--- src/rtl/exc_entry_pkg.sv ---
package exc_entry_pkg;

    localparam int XLEN     = 64;
    localparam int SYND_W   = 32;
    localparam int CAUSE_W  = 4;
    localparam int RSN_W    = 3;
    localparam int VOFF_W   = 12;
    localparam int VEC_ONES = 44;   // count of high-order ones in the alternate base

    // machine state bit indices (bit 0 = least significant)
    localparam int MB_SF  = XLEN - 1;
    localparam int MB_POW = XLEN - 1 - 45;
    localparam int MB_EE  = XLEN - 1 - 48;
    localparam int MB_PR  = XLEN - 1 - 49;
    localparam int MB_FP  = XLEN - 1 - 50;
    localparam int MB_FE0 = XLEN - 1 - 52;
    localparam int MB_SE  = XLEN - 1 - 53;
    localparam int MB_BE  = XLEN - 1 - 54;
    localparam int MB_FE1 = XLEN - 1 - 55;
    localparam int MB_IP  = XLEN - 1 - 57;
    localparam int MB_IR  = XLEN - 1 - 58;
    localparam int MB_DR  = XLEN - 1 - 59;
    localparam int MB_RI  = XLEN - 1 - 62;

    // saved status reason bits
    localparam int SB_I_HASH   = XLEN - 1 - 33;
    localparam int SB_I_DIRECT = XLEN - 1 - 35;
    localparam int SB_I_PROT   = XLEN - 1 - 36;
    localparam int SB_I_SEG    = XLEN - 1 - 42;
    localparam int SB_P_FPEN   = XLEN - 1 - 43;
    localparam int SB_P_ILL    = XLEN - 1 - 44;
    localparam int SB_P_PRIV   = XLEN - 1 - 45;
    localparam int SB_P_TRAP   = XLEN - 1 - 46;

    // syndrome bits
    localparam int DB_DIRECT = SYND_W - 1 - 0;
    localparam int DB_HASH   = SYND_W - 1 - 1;
    localparam int DB_PROT   = SYND_W - 1 - 4;
    localparam int DB_XVIOL  = SYND_W - 1 - 5;
    localparam int DB_STORE  = SYND_W - 1 - 6;
    localparam int DB_SEG    = SYND_W - 1 - 10;
    localparam int DB_XOFF   = SYND_W - 1 - 11;

    typedef enum logic [CAUSE_W-1:0] {
        CX_MCHK  = 4'd0,
        CX_DSI   = 4'd1,
        CX_ISI   = 4'd2,
        CX_EXT   = 4'd3,
        CX_ALIGN = 4'd4,
        CX_PROG  = 4'd5,
        CX_FPU   = 4'd6,
        CX_DEC   = 4'd7,
        CX_SYSC  = 4'd8,
        CX_FPA   = 4'd9
    } cause_e;

    typedef enum logic [RSN_W-1:0] {
        FR_HASH_MISS = 3'd0,
        FR_DIRECT    = 3'd1,
        FR_PROT      = 3'd2,
        FR_SEG_MISS  = 3'd3,
        FR_XVIOL     = 3'd4,
        FR_XOFF      = 3'd5
    } fault_rsn_e;

    typedef enum logic [RSN_W-1:0] {
        PR_FP_EN    = 3'd0,
        PR_ILLEGAL  = 3'd1,
        PR_PRIV     = 3'd2,
        PR_TRAP     = 3'd3,
        PR_OPTIONAL = 3'd4
    } prog_rsn_e;

    typedef enum logic {
        ST_IDLE     = 1'b0,
        ST_REDIRECT = 1'b1
    } entry_state_e;

    // true when architectural (MSB-first) position p survives into saved status
    function automatic logic srr1_keeps(input int p);
        return (p <= 32) || (p >= 37 && p <= 41) || (p >= 48);
    endfunction

endpackage

--- src/rtl/exc_msr_xform.sv ---
module exc_msr_xform
    import exc_entry_pkg::*;
(
    input  logic [XLEN-1:0] msr_old,
    output logic [XLEN-1:0] msr_new,
    output logic [XLEN-1:0] srr1_kept
);

    function automatic logic [XLEN-1:0] entry_clear_mask();
        logic [XLEN-1:0] m;
        m = '0;
        m[MB_BE]  = 1'b1;
        m[MB_DR]  = 1'b1;
        m[MB_EE]  = 1'b1;
        m[MB_FE0] = 1'b1;
        m[MB_FE1] = 1'b1;
        m[MB_FP]  = 1'b1;
        m[MB_IR]  = 1'b1;
        m[MB_POW] = 1'b1;
        m[MB_PR]  = 1'b1;
        m[MB_RI]  = 1'b1;
        m[MB_SE]  = 1'b1;
        return m;
    endfunction

    localparam logic [XLEN-1:0] CLR_MASK = entry_clear_mask();
    localparam logic [XLEN-1:0] SET_MASK = {1'b1, {(XLEN-1){1'b0}}};

    assign msr_new = (msr_old & ~CLR_MASK) | SET_MASK;

    // each saved-status bit either follows the old state or is zero
    for (genvar p = 0; p < XLEN; p++) begin : g_keep
        if (srr1_keeps(p)) begin : g_pass
            assign srr1_kept[XLEN-1-p] = msr_old[XLEN-1-p];
        end else begin : g_zero
            assign srr1_kept[XLEN-1-p] = 1'b0;
        end
    end

endmodule

--- src/rtl/exc_vector_sel.sv ---
module exc_vector_sel
    import exc_entry_pkg::*;
(
    input  logic [CAUSE_W-1:0] cause,
    input  logic               prefix_hi,
    input  logic [XLEN-1:0]    cia,
    output logic               cause_ok,
    output logic [XLEN-1:0]    srr0,
    output logic [XLEN-1:0]    fetch_pc
);

    localparam logic [XLEN-1:0] VEC_BASE = {{VEC_ONES{1'b1}}, {(XLEN-VEC_ONES){1'b0}}};
    localparam logic [XLEN-1:0] SYSC_STEP = XLEN'(4);

    logic [VOFF_W-1:0] offset;

    always_comb begin
        offset   = '0;
        cause_ok = 1'b1;
        srr0     = cia;
        case (cause)
            CX_MCHK:  offset = 12'h200;
            CX_DSI:   offset = 12'h300;
            CX_ISI:   offset = 12'h400;
            CX_EXT:   offset = 12'h500;
            CX_ALIGN: offset = 12'h600;
            CX_PROG:  offset = 12'h700;
            CX_FPU:   offset = 12'h800;
            CX_DEC:   offset = 12'h900;
            CX_SYSC: begin
                offset = 12'hC00;
                srr0   = cia + SYSC_STEP;
            end
            CX_FPA:   offset = 12'hE00;
            default:  cause_ok = 1'b0;
        endcase
    end

    assign fetch_pc = (prefix_hi ? VEC_BASE : '0) + {{(XLEN-VOFF_W){1'b0}}, offset};

endmodule

--- src/rtl/exc_syndrome.sv ---
module exc_syndrome
    import exc_entry_pkg::*;
(
    input  logic [CAUSE_W-1:0] cause,
    input  logic [RSN_W-1:0]   reason,
    input  logic               is_store,
    output logic [XLEN-1:0]    srr1_rsn,
    output logic               dar_we,
    output logic               dsisr_we,
    output logic [SYND_W-1:0]  dsisr_val
);

    always_comb begin
        srr1_rsn  = '0;
        dar_we    = 1'b0;
        dsisr_we  = 1'b0;
        dsisr_val = '0;
        case (cause)
            CX_DSI: begin
                dar_we   = 1'b1;
                dsisr_we = 1'b1;
                case (reason)
                    FR_HASH_MISS: dsisr_val[DB_HASH]   = 1'b1;
                    FR_DIRECT:    dsisr_val[DB_DIRECT] = 1'b1;
                    FR_PROT:      dsisr_val[DB_PROT]   = 1'b1;
                    FR_SEG_MISS:  dsisr_val[DB_SEG]    = 1'b1;
                    FR_XVIOL:     dsisr_val[DB_XVIOL]  = 1'b1;
                    FR_XOFF:      dsisr_val[DB_XOFF]   = 1'b1;
                    default:      dsisr_val            = '0;
                endcase
                dsisr_val[DB_STORE] = is_store;
            end
            CX_ISI: begin
                case (reason)
                    FR_HASH_MISS: srr1_rsn[SB_I_HASH]   = 1'b1;
                    FR_DIRECT:    srr1_rsn[SB_I_DIRECT] = 1'b1;
                    FR_PROT:      srr1_rsn[SB_I_PROT]   = 1'b1;
                    FR_SEG_MISS:  srr1_rsn[SB_I_SEG]    = 1'b1;
                    default:      srr1_rsn              = '0;
                endcase
            end
            CX_ALIGN: begin
                dar_we   = 1'b1;
                dsisr_we = 1'b1;
            end
            CX_PROG: begin
                case (reason)
                    PR_FP_EN:    srr1_rsn[SB_P_FPEN] = 1'b1;
                    PR_ILLEGAL,
                    PR_OPTIONAL: srr1_rsn[SB_P_ILL]  = 1'b1;
                    PR_PRIV:     srr1_rsn[SB_P_PRIV] = 1'b1;
                    PR_TRAP:     srr1_rsn[SB_P_TRAP] = 1'b1;
                    default:     srr1_rsn            = '0;
                endcase
            end
            default: begin
                dar_we = 1'b0;
            end
        endcase
    end

endmodule

--- src/rtl/exc_entry_unit.sv ---
module exc_entry_unit
    import exc_entry_pkg::*;
(
    input  logic               clk,
    input  logic               rst_n,
    input  logic               take_i,
    input  logic [CAUSE_W-1:0] cause_i,
    input  logic [XLEN-1:0]    cia_i,
    input  logic [XLEN-1:0]    msr_i,
    input  logic [XLEN-1:0]    ea_i,
    input  logic               is_store_i,
    input  logic [RSN_W-1:0]   reason_i,
    output logic [XLEN-1:0]    msr_o,
    output logic [XLEN-1:0]    srr0_o,
    output logic [XLEN-1:0]    srr1_o,
    output logic [XLEN-1:0]    dar_o,
    output logic [SYND_W-1:0]  dsisr_o,
    output logic [XLEN-1:0]    fetch_pc_o,
    output logic               redirect_o,
    output logic               dbl_fault_o
);

    logic [XLEN-1:0]   msr_new, srr1_kept, srr1_rsn, srr0_nx, fetch_nx;
    logic [SYND_W-1:0] dsisr_nx;
    logic              cause_ok, dar_we, dsisr_we, accept;
    entry_state_e      state_q, state_nx;

    exc_msr_xform u_msr (
        .msr_old   (msr_i),
        .msr_new   (msr_new),
        .srr1_kept (srr1_kept)
    );

    exc_vector_sel u_vec (
        .cause     (cause_i),
        .prefix_hi (msr_i[MB_IP]),
        .cia       (cia_i),
        .cause_ok  (cause_ok),
        .srr0      (srr0_nx),
        .fetch_pc  (fetch_nx)
    );

    exc_syndrome u_syn (
        .cause     (cause_i),
        .reason    (reason_i),
        .is_store  (is_store_i),
        .srr1_rsn  (srr1_rsn),
        .dar_we    (dar_we),
        .dsisr_we  (dsisr_we),
        .dsisr_val (dsisr_nx)
    );

    assign accept = take_i && cause_ok;

    // state register
    always_ff @(posedge clk) begin
        if (!rst_n) state_q <= ST_IDLE;
        else        state_q <= state_nx;
    end

    // transitions
    always_comb begin
        state_nx = ST_IDLE;
        unique case (state_q)
            ST_IDLE:     state_nx = accept ? ST_REDIRECT : ST_IDLE;
            ST_REDIRECT: state_nx = accept ? ST_REDIRECT : ST_IDLE;
            default:     state_nx = ST_IDLE;
        endcase
    end

    // state-decoded output
    always_comb begin
        redirect_o = 1'b0;
        unique case (state_q)
            ST_REDIRECT: redirect_o = 1'b1;
            default:     redirect_o = 1'b0;
        endcase
    end

    // architectural register commit
    always_ff @(posedge clk) begin
        if (!rst_n) begin
            msr_o       <= '0;
            srr0_o      <= '0;
            srr1_o      <= '0;
            dar_o       <= '0;
            dsisr_o     <= '0;
            fetch_pc_o  <= '0;
            dbl_fault_o <= 1'b0;
        end else if (accept) begin
            msr_o       <= msr_new;
            srr0_o      <= srr0_nx;
            srr1_o      <= srr1_kept | srr1_rsn;
            fetch_pc_o  <= fetch_nx;
            dbl_fault_o <= ~msr_i[MB_RI];
            if (dar_we)   dar_o   <= ea_i;
            if (dsisr_we) dsisr_o <= dsisr_nx;
        end else begin
            dbl_fault_o <= 1'b0;
        end
    end

endmodule

--- config.mk ---
export PLATFORM = sky130hd
export DESIGN_NAME = exc_entry_unit
export DESIGN_NICKNAME = d
export VERILOG_FILES = /design/src/rtl/exc_entry_pkg.sv /design/src/rtl/exc_msr_xform.sv /design/src/rtl/exc_vector_sel.sv /design/src/rtl/exc_syndrome.sv /design/src/rtl/exc_entry_unit.sv
export SDC_FILE = /design/constraint.sdc
export NUM_CORES = 1
export LEC_CHECK = 0
export ABC_AREA = 1
export BUFFER_PORTS_ARGS = -buffer_cell sky130_fd_sc_hd__buf_2
export CORE_AREA = 2 2 215 217
export CTS_CLUSTER_SIZE = 20
export DETAILED_ROUTE_END_ITERATION = 10
export DIE_AREA = 0 0 217 219
export PLACE_DENSITY = 0.68
export SLEW_MARGIN = 20
export SYNTH_ARGS = -nofsm -noshare
export SYNTH_HDL_FRONTEND = slang
export SYNTH_HIERARCHICAL = 1
export SYNTH_SLANG_ARGS = --single-unit
--- constraint.sdc ---
create_clock -name clk -period 1.7 [get_ports clk]
set_input_delay 0.34 -clock clk [delete_from_list [all_inputs] [get_ports clk]]
set_output_delay 0.34 -clock clk [all_outputs]
set_load 0.01 [all_outputs]
==> results.sh, run 1 <==
export IMPL_critPathLaunchType="register"
export IMPL_die_area_um2=47500
export IMPL_cts_reportedPaths_clkPinSlew_ns=0.06
export IMPL_path_cells="buf_2"
export IMPL_htreeDepth=2
export IMPL_hpwlAfterDp_um=38800
export IMPL_placed_area_um2=20900
export IMPL_gr_total_overflow=0
export IMPL_ys_types=34
export IMPL_syn_area_um2=17900
export IMPL_grt_pass1_vias=15100
export IMPL_core_area_um2=45100
export IMPL_yosys_area_top_type_share=0.395
export IMPL_dr_pass1_iters=5
export IMPL_clockBufferDepth=3
export IMPL_viasPerCell=4.32
export IMPL_critPathMaxStageDelay_ns=0.42
export IMPL_finalSetupViolations=0
export IMPL_crit_slowest_cell="dfxtp_1"
export IMPL_seqPwrFrac=0.442
export IMPL_die_w_um=217
export IMPL_run_status="finished, final reports clean"
export IMPL_worstPathRequired_ns=1.36
export IMPL_syn_avg_cell_area_um2=6.86
export IMPL_drt_initial_drc_count=995
export IMPL_period_share=0.877
export IMPL_syn_inst=2615
export IMPL_p_clk_frac=0.402
export IMPL_finalSetupTns_ns=0
export IMPL_worst_path_buf_inv=1
export IMPL_power_frac_comb=0.157
export IMPL_finalHoldViolCount=0
export IMPL_synth_top_family_by_area="simple AND/OR/NAND/NOR gates"
export IMPL_grt_pass1_wl_um=78600
export IMPL_wirelength_um=51600
export IMPL_p_sw_frac=0.270
export IMPL_synthSimpleGateAreaFrac=0.324
export IMPL_hold_class="in2reg"
export IMPL_ir_worst_vdd_mv=0.684
export IMPL_fin_nets=3399
export IMPL_final_antenna_net_count=0
export IMPL_cellLeakagePower_nw=12.1
export IMPL_via_count=16500
export IMPL_gp_congestion=0.933
export IMPL_io_buffers=555
export IMPL_yosysMostFrequentCell="nor2_1"
export IMPL_synth_area_leaders="dfxtp_1, nor2_1, buf_4"
export IMPL_cellPowerDensity_nw_per_um2=902
export IMPL_maxCapViolations=0
export IMPL_synth_top_flop_cell="dfxtp_1"
export IMPL_start_util=0.398
export IMPL_yosys_area_share_adder=0.000697
export IMPL_synthToLayoutAreaGrowth_pct=26.8
export IMPL_async_reset_ff_frac=0
export IMPL_rsz0062_at_grt="no"
export IMPL_finalClockSkew_ns=0
export IMPL_p_int_mw=15.0
export IMPL_wl_per_cell_um=13.5
export IMPL_fmax_mhz=671
export IMPL_yosysTopAreaCell="dfxtp_1"
export IMPL_path_class="reg2out"
export IMPL_ys_top_cells_by_count="nor2_1, nand2_1, dfxtp_1, buf_4, inv_1"
export IMPL_drc=0
export IMPL_rows=78
export IMPL_layout_min_cycle_time_ns=1.49
export IMPL_synth_mux_area_frac=0
export IMPL_synth_seq_cells=354
export IMPL_final_max_slew_viol_count=0
export IMPL_num_io_pins=557
export IMPL_cts_sinks=354
export IMPL_synth_seq_area_share=0.395
export IMPL_cts_tree="done"
export IMPL_ys_warn_count=6
export IMPL_path_max_fanout=2
export IMPL_dieHeight_um=219
export IMPL_end_kind="primary output"
export IMPL_drive_gt1_frac=0.276
export IMPL_clkLatencyLatePin_ns=0.54
export IMPL_cts_buffers=39
export IMPL_track_usage=0.207
export IMPL_cts_resized=0
export IMPL_antenna_found_initial=7
export IMPL_switchingPower_mw=5.54
export IMPL_grt_max_degree=73
export IMPL_final_area_um2=22800
export IMPL_cp_top_family="flip-flops"
export IMPL_cts_root_buf="clkbuf_16"
export IMPL_cp_arrival_ns=1.15
export IMPL_synth_edff_count=0
export IMPL_synth_compound_area_frac=0.0550
export IMPL_hold_slack_ns=0.0241
export IMPL_synth_xor_area_frac=0.0220
==> final cells by class <==
cell class | count | area, um^2
clock inverter | 14 | 105
antenna | 2 | 5.00
fill | 4560 | 22300
tap | 600 | 751
multi-input combinational | 1758 | 7670
inverter | 230 | 873
clock buffer | 54 | 1130
sequential | 354 | 7090
timing repair buffer | 812 | 5130
==> cells in the final DEF, fill, tap and decap left out, types with 32 or more instances in the layout <==
cell and instances:
clkbuf_16 41, nor3_1 73, dlygate4sd3_1 61, nor2_2 32, o21ai_0 194, buf_2 554
conb_1 119, inv_1 221, nand3_1 39, dfxtp_1 354, nor2_1 717, nand2_1 476
buf_4 175
==> repair_timing <==
action | CTS | global route
endpoints found under the setup margin | 0 | 0
hold buffers | 61 | 0
hold endpoints to repair | 61 | 0
setup buffers | 0 | 0
==> tightest hold or removal path: cells and delay by family <==
family | cells | cell delay (ns)
buffers and inverters | 1 | 0.08
and+or+nand+nor | 2 | 0.11
==> worst paths after layout <==
kind	cells past startpoint	startpoint	slack, ns	end
setup reg to reg	4	srr1_o[59]	0.95	srr1_o[59]
hold reg to reg	2	msr_o[45]	0.47	msr_o[45]
setup / recovery	1	srr1_o[59]	0.21	srr1_o[59]
hold / removal	3	ea_i[53]	0.02	dar_o[53]
==> metrics by stage <==
step | setup slack (ns) | power (mW) | util | instances
global route | 0.114 | 21.5 | 0.505 | 3824
detailed placement | -0.274 | 12.4 | 0.464 | 3693
CTS | 0.178 | 20.8 | 0.505 | 3822
floorplan | 0.0662 | 11.3 | - | 2730
global placement | -0.233 | 12.3 | 0.464 | 3693
finish | 0.210 | 20.5 | 0.505 | 3824
==> cells by family after synthesis <==
family          count (synthesis)
simple gates                 1396
buf+inv                       618
flops                         354
compound gates                197
xor+xnor                       45
other cells                     4
fa+ha+maj                       1
==> per-layer routing <==
metal | wire, um | global-route usage | part of all wire
met5 | 41 | 0 | 0.00079
met4 | 2170 | 0.0913 | 0.042
met2 | 24700 | 0.362 | 0.48
met3 | 4290 | 0.0628 | 0.083
met1 | 20400 | 0.233 | 0.39
==> power by group through the flow <==
stage | sequential, mW | combinational (mW) | clock [mW]
2_1_floorplan | 9.50 | 1.80 | 0
3_3_place_gp | 9.23 | 3.09 | 0
3_5_place_dp | 9.25 | 3.10 | 0
4_1_cts | 9.07 | 3.23 | 8.48
5_1_grt | 9.13 | 3.58 | 8.82
6_report | 9.07 | 3.22 | 8.25
==> state kept, by name, indices dropped and copies added, names as in the netlist <==
register / cells
dar_o: 64
dbl_fault_o: 1
dsisr_o: 32
fetch_pc_o: 64
msr_o: 64
srr0_o: 64
srr1_o: 64
state_q: 1
(Power assumes the default switching activity.)
==> run 2, diff against run 1 <==
- CAP_MARGIN: unset -> 10
- HOLD_SLACK_MARGIN: unset -> 0.03
==> run 2 against run 1 <==
First-iteration DRC count rose by 10%. Hold slack improved by 0.035 ns. Clock-buffer cell count did not move. Combinational power rose by 3%. Register-to-register slack barely moved. Critical path type unchanged. Largest cell class unchanged. Largest power group unchanged.
==> results.sh, run 2 (same netlist as run 1, synthesis figures left out) <==
export IMPL_setup_slack_ns=0.215
export IMPL_drc=0
export IMPL_clkLatencyLatePin_ns=0.54
export IMPL_cts_root_buf="clkbuf_16"
export IMPL_clockBufferDepth=3
export IMPL_cp_top_family="flip-flops"
export IMPL_io_buffers=555
export IMPL_run_status="finished, final reports clean"
export IMPL_finalClockSkew_ns=0
export IMPL_via_count=16800
export IMPL_hpwlAfterDp_um=38800
export IMPL_grt_pass1_vias=15500
export IMPL_grt_pass1_wl_um=80300
export IMPL_rows=78
export IMPL_die_w_um=217
export IMPL_cellPowerDensity_nw_per_um2=887
export IMPL_rsz0062_at_grt="no"
export IMPL_fin_nets=3449
export IMPL_hold_class="in2reg"
export IMPL_path_cells="buf_2"
export IMPL_cts_tree="done"
export IMPL_die_area_um2=47500
export IMPL_cts_buffers=39
export IMPL_end_kind="primary output"
export IMPL_track_usage=0.212
export IMPL_final_core_util=0.516
export IMPL_multi_input_area_um2=7670
export IMPL_path_max_fanout=2
export IMPL_num_io_pins=557
export IMPL_grt_max_degree=73
export IMPL_viasPerCell=4.32
export IMPL_cp_arrival_ns=1.14
export IMPL_htreeDepth=2
export IMPL_post_place_ws_ns=-0.274
export IMPL_dieHeight_um=219
export IMPL_layout_min_cycle_time_ns=1.48
export IMPL_fmax_mhz=674
export IMPL_drt_initial_drc_count=1098
export IMPL_cellLeakagePower_nw=12.3
export IMPL_maxCapViolations=0
export IMPL_dr_pass1_iters=5
export IMPL_finalPower_mw=20.6
export IMPL_critPathLaunchType="register"
export IMPL_fillers=4466
export IMPL_gp_congestion=0.933
export IMPL_gr_total_overflow=0
export IMPL_drive_gt1_frac=0.271
export IMPL_cts_sinks=354
export IMPL_critPathMaxStageDelay_ns=0.42
export IMPL_area_sequential_um2=7090
export IMPL_crit_slowest_cell="dfxtp_1"
export IMPL_antenna_found_initial=7
export IMPL_cts_resized=0
export IMPL_layout_commonest_cell="nor2_1"
export IMPL_start_util=0.398
export IMPL_core_area_um2=45100
export IMPL_final_max_slew_viol_count=0
export IMPL_final_cell_mix="nor2_1, buf_2, nand2_1, dfxtp_1, inv_1"
export IMPL_cts_setup_buffers=0
export IMPL_wirelength_um=52600
export IMPL_synthToLayoutAreaGrowth_pct=29.6
export IMPL_final_antenna_net_count=0
export IMPL_period_share=0.873
export IMPL_cts_reportedPaths_clkPinSlew_ns=0.06
export IMPL_worstPathRequired_ns=1.36
export IMPL_finalSetupTns_ns=0
export IMPL_path_class="reg2out"
export IMPL_ir_worst_vdd_mv=0.679
export IMPL_finalHoldViolCount=0
export IMPL_finalSetupViolations=0
export IMPL_worst_path_buf_inv=1
export IMPL_wl_per_cell_um=13.6
[run 2: cell count changes in the layout (fill, tap and decap cells not counted), sizes merged]
| cell | previous run | this run |
|---|---|---|
| dlygate4sd3 | 61 | 111 |
[run 2: routing by layer]
metal | GRT usage | part of all wire
met2 | 0.374 | 0.48
met3 | 0.0625 | 0.083
met1 | 0.237 | 0.39
met4 | 0.0897 | 0.040
met5 | 0 | 0.00078
[run 2: area by class of cell]
cell class | instances | area share
Inverter | 230 | 0.0375
Sequential cell | 354 | 0.305
Tap cell | 600 | 0.0323
Multi-Input combinational cell | 1758 | 0.330
Clock buffer | 54 | 0.0488
Timing Repair Buffer | 862 | 0.242
Antenna cell | 2 | 0.000215
Clock inverter | 14 | 0.00452
[run 2: path summary, 6_finish.rpt]
path / start / to / slack [ns] / cells after the start
hold reg to reg: msr_o[45] / msr_o[45] / 0.47 / 2
hold / removal: msr_i[34] / srr1_o[34] / 0.06 / 3
setup reg to reg: srr1_o[59] / srr1_o[59] / 0.96 / 4
setup / recovery: srr1_o[59] / srr1_o[59] / 0.22 / 1
[run 2: report_power, final]
group | internal [mW] | leakage [nW] | switching (mW)
Clock | 4.81 | 0.607 | 3.44
Sequential | 8.82 | 2.91 | 0.255
Combinational | 1.44 | 8.83 | 1.87
[run 2: through the flow]
step	instance area, um^2	std cells	hold slack, ns
after floorplan	18400	2730	0.419
after global placement	20900	3693	0.456
after detailed placement	20900	3693	0.464
after CTS	23300	3872	0.0302
after global routing	23300	3874	0.0590
final	23300	3874	0.0595
[run 2: what timing repair did]
action,in CTS,in global routing
endpoints found under the setup margin,0,0
hold buffers,111,0
endpoints found under the hold margin,114,0
[run 2: tightest hold or removal path, cell delays in order]
cell and delay, ns:
buf_2 0.10, nor3_1 0.05, nor2_1 0.08
==> run 3, diff against run 2 <==
==> constraint.sdc (replaced) <==
create_clock -name clk -period 1.7 [get_ports clk]
set_input_delay 0.085 -clock clk [delete_from_list [all_inputs] [get_ports clk]]
set_output_delay 0.085 -clock clk [all_outputs]
set_load 0.01 [all_outputs]
==> run 3 against run 2 <==
Die area is the same. Core utilization rose by 0.56 points. Design area rose by 1.1%. Clock skew unchanged. Hold slack got worse by 0.0016 ns. Clock-buffer cell count up 5. Global-route usage up 0.49 points. Critical path type is now in2reg. Critical endpoint is now srr0_o[60]. Largest power group is now clock.
==> results.sh, run 3 (same netlist as run 1, synthesis figures left out) <==
export IMPL_cellPowerDensity_nw_per_um2=918
export IMPL_ir_worst_vdd_mv=0.878
export IMPL_cts_reportedPaths_clkPinSlew_ns=0.06
export IMPL_finalClockSkew_ns=0
export IMPL_cts_tree="done"
export IMPL_io_buffers=555
export IMPL_post_place_ws_ns=0.0134
export IMPL_grt_max_degree=56
export IMPL_wirelength_um=53800
export IMPL_htreeDepth=2
export IMPL_final_area_um2=23500
export IMPL_cts_buffers=40
export IMPL_antenna_found_initial=3
export IMPL_final_antenna_net_count=0
export IMPL_cts_sinks=354
export IMPL_placed_area_um2=20000
export IMPL_viasPerCell=4.39
export IMPL_grt_pass1_wl_um=82800
export IMPL_path_max_fanout=5
export IMPL_hold_slack_ns=0.0579
export IMPL_cellLeakagePower_nw=12.2
export IMPL_clockBufferDepth=3
export IMPL_final_cell_mix="nor2_1, buf_2, nand2_1, dfxtp_1, inv_1"
export IMPL_layout_commonest_cell="nor2_1"
export IMPL_dp_cells=3574
export IMPL_finalPower_mw=21.6
export IMPL_fin_cells=3850
export IMPL_fmax_mhz=605
export IMPL_grt_pass1_vias=16000
export IMPL_finalSetupViolations=0
export IMPL_period_share=0.973
export IMPL_final_max_slew_viol_count=0
export IMPL_hpwlAfterDp_um=37900
export IMPL_cts_root_buf="clkbuf_16"
export IMPL_critPathLaunchType="input port"
export IMPL_layout_min_cycle_time_ns=1.65
export IMPL_drc=0
export IMPL_finalHoldViolCount=0
export IMPL_crit_path_frequent_cell="nand2_1"
export IMPL_hold_class="in2reg"
export IMPL_drive_gt1_frac=0.245
export IMPL_cp_top_family="simple AND/OR/NAND/NOR gates"
export IMPL_core_area_um2=45100
export IMPL_end_kind="register"
export IMPL_die_w_um=217
export IMPL_clkLatencyLatePin_ns=0.54
export IMPL_worst_path_buf_inv=2
export IMPL_die_area_um2=47500
export IMPL_fillers=4308
export IMPL_gr_total_overflow=0
export IMPL_track_usage=0.217
export IMPL_dr_pass1_iters=6
export IMPL_dieHeight_um=219
export IMPL_num_io_pins=557
export IMPL_worstPathRequired_ns=2.14
export IMPL_critPathMaxStageDelay_ns=0.52
export IMPL_drt_initial_drc_count=1080
export IMPL_crit_slowest_cell="dlygate4sd3_1"
export IMPL_cp_arrival_ns=2.09
export IMPL_path_cells="dlygate4sd3_1 > buf_2 > nand2_1 > nor2_1 > nand2_1 > nor2_1 > nand3_2 > nor2_2 > nand2_1 > nand2_1 > nand2_1 > o21ai_0 > nor2_1"
export IMPL_start_util=0.398
export IMPL_run_status="finished, final reports clean"
export IMPL_via_count=16900
export IMPL_synthToLayoutAreaGrowth_pct=31.0
export IMPL_fin_nets=3423
export IMPL_setup_slack_ns=0.0466
export IMPL_maxCapViolations=0
export IMPL_rows=78
export IMPL_gp_congestion=0.946
export IMPL_path_class="in2reg"
export IMPL_wl_per_cell_um=14.0
## run 3: final timing paths
check            startpoint             end  slack (ns)  depth (start not counted)
max               cia_i[27]      srr0_o[60]        0.05                         13
min                  take_i   fetch_pc_o[7]        0.06                          4
max reg2reg       srr1_o[2]       srr1_o[2]        0.48                          5
min reg2reg  fetch_pc_o[36]  fetch_pc_o[36]        0.47                          2
## run 3: area by class of cell
class                      instances  area [um^2]  area share
inverter                         230          873      0.0371
antenna                            2         5.00    0.000213
tap                              600          751      0.0319
clock inverter                    12          189     0.00804
clock buffer                      59         1210      0.0516
multi-input combinational       1758         7770       0.331
timing repair buffer             835         5620       0.239
sequential                       354         7090       0.301
## run 3: power by group
group,internal (mW),total [mW],switching (mW),leakage (nW)
logic,1.46,3.37,1.91,8.64
registers,8.82,9.08,0.257,2.91
clock network,5.69,9.14,3.45,0.697
## run 3: stage by stage
stage	util	setup TNS, ns
2_1_floorplan	-	0
3_3_place_gp	0.443	0
3_5_place_dp	0.443	0
4_1_cts	0.518	0
5_1_grt	0.521	-0.0526
6_report	0.521	0
## run 3: metal layers
metal,GRT usage,part of all wire
met2,0.387,0.48
met5,0,0
met1,0.239,0.39
met4,0.101,0.046
met3,0.0574,0.078
## run 3: worst register-to-register path, stage by stage (launching register included)
cell and delay (ns):
dfxtp_1 0.32, inv_1 0.04, nand2_1 0.06, nand2_1 0.05
nor2_1 0.13, dlygate4sd3_1 0.56
## run 3: timing repair
action | 4_1_cts | 5_1_grt
setup endpoints to repair | 0 | 31
gates resized for setup | 0 | 30
endpoints found under the hold margin | 256 | 0
hold buffers | 200 | 0
buffers inserted | 0 | 3
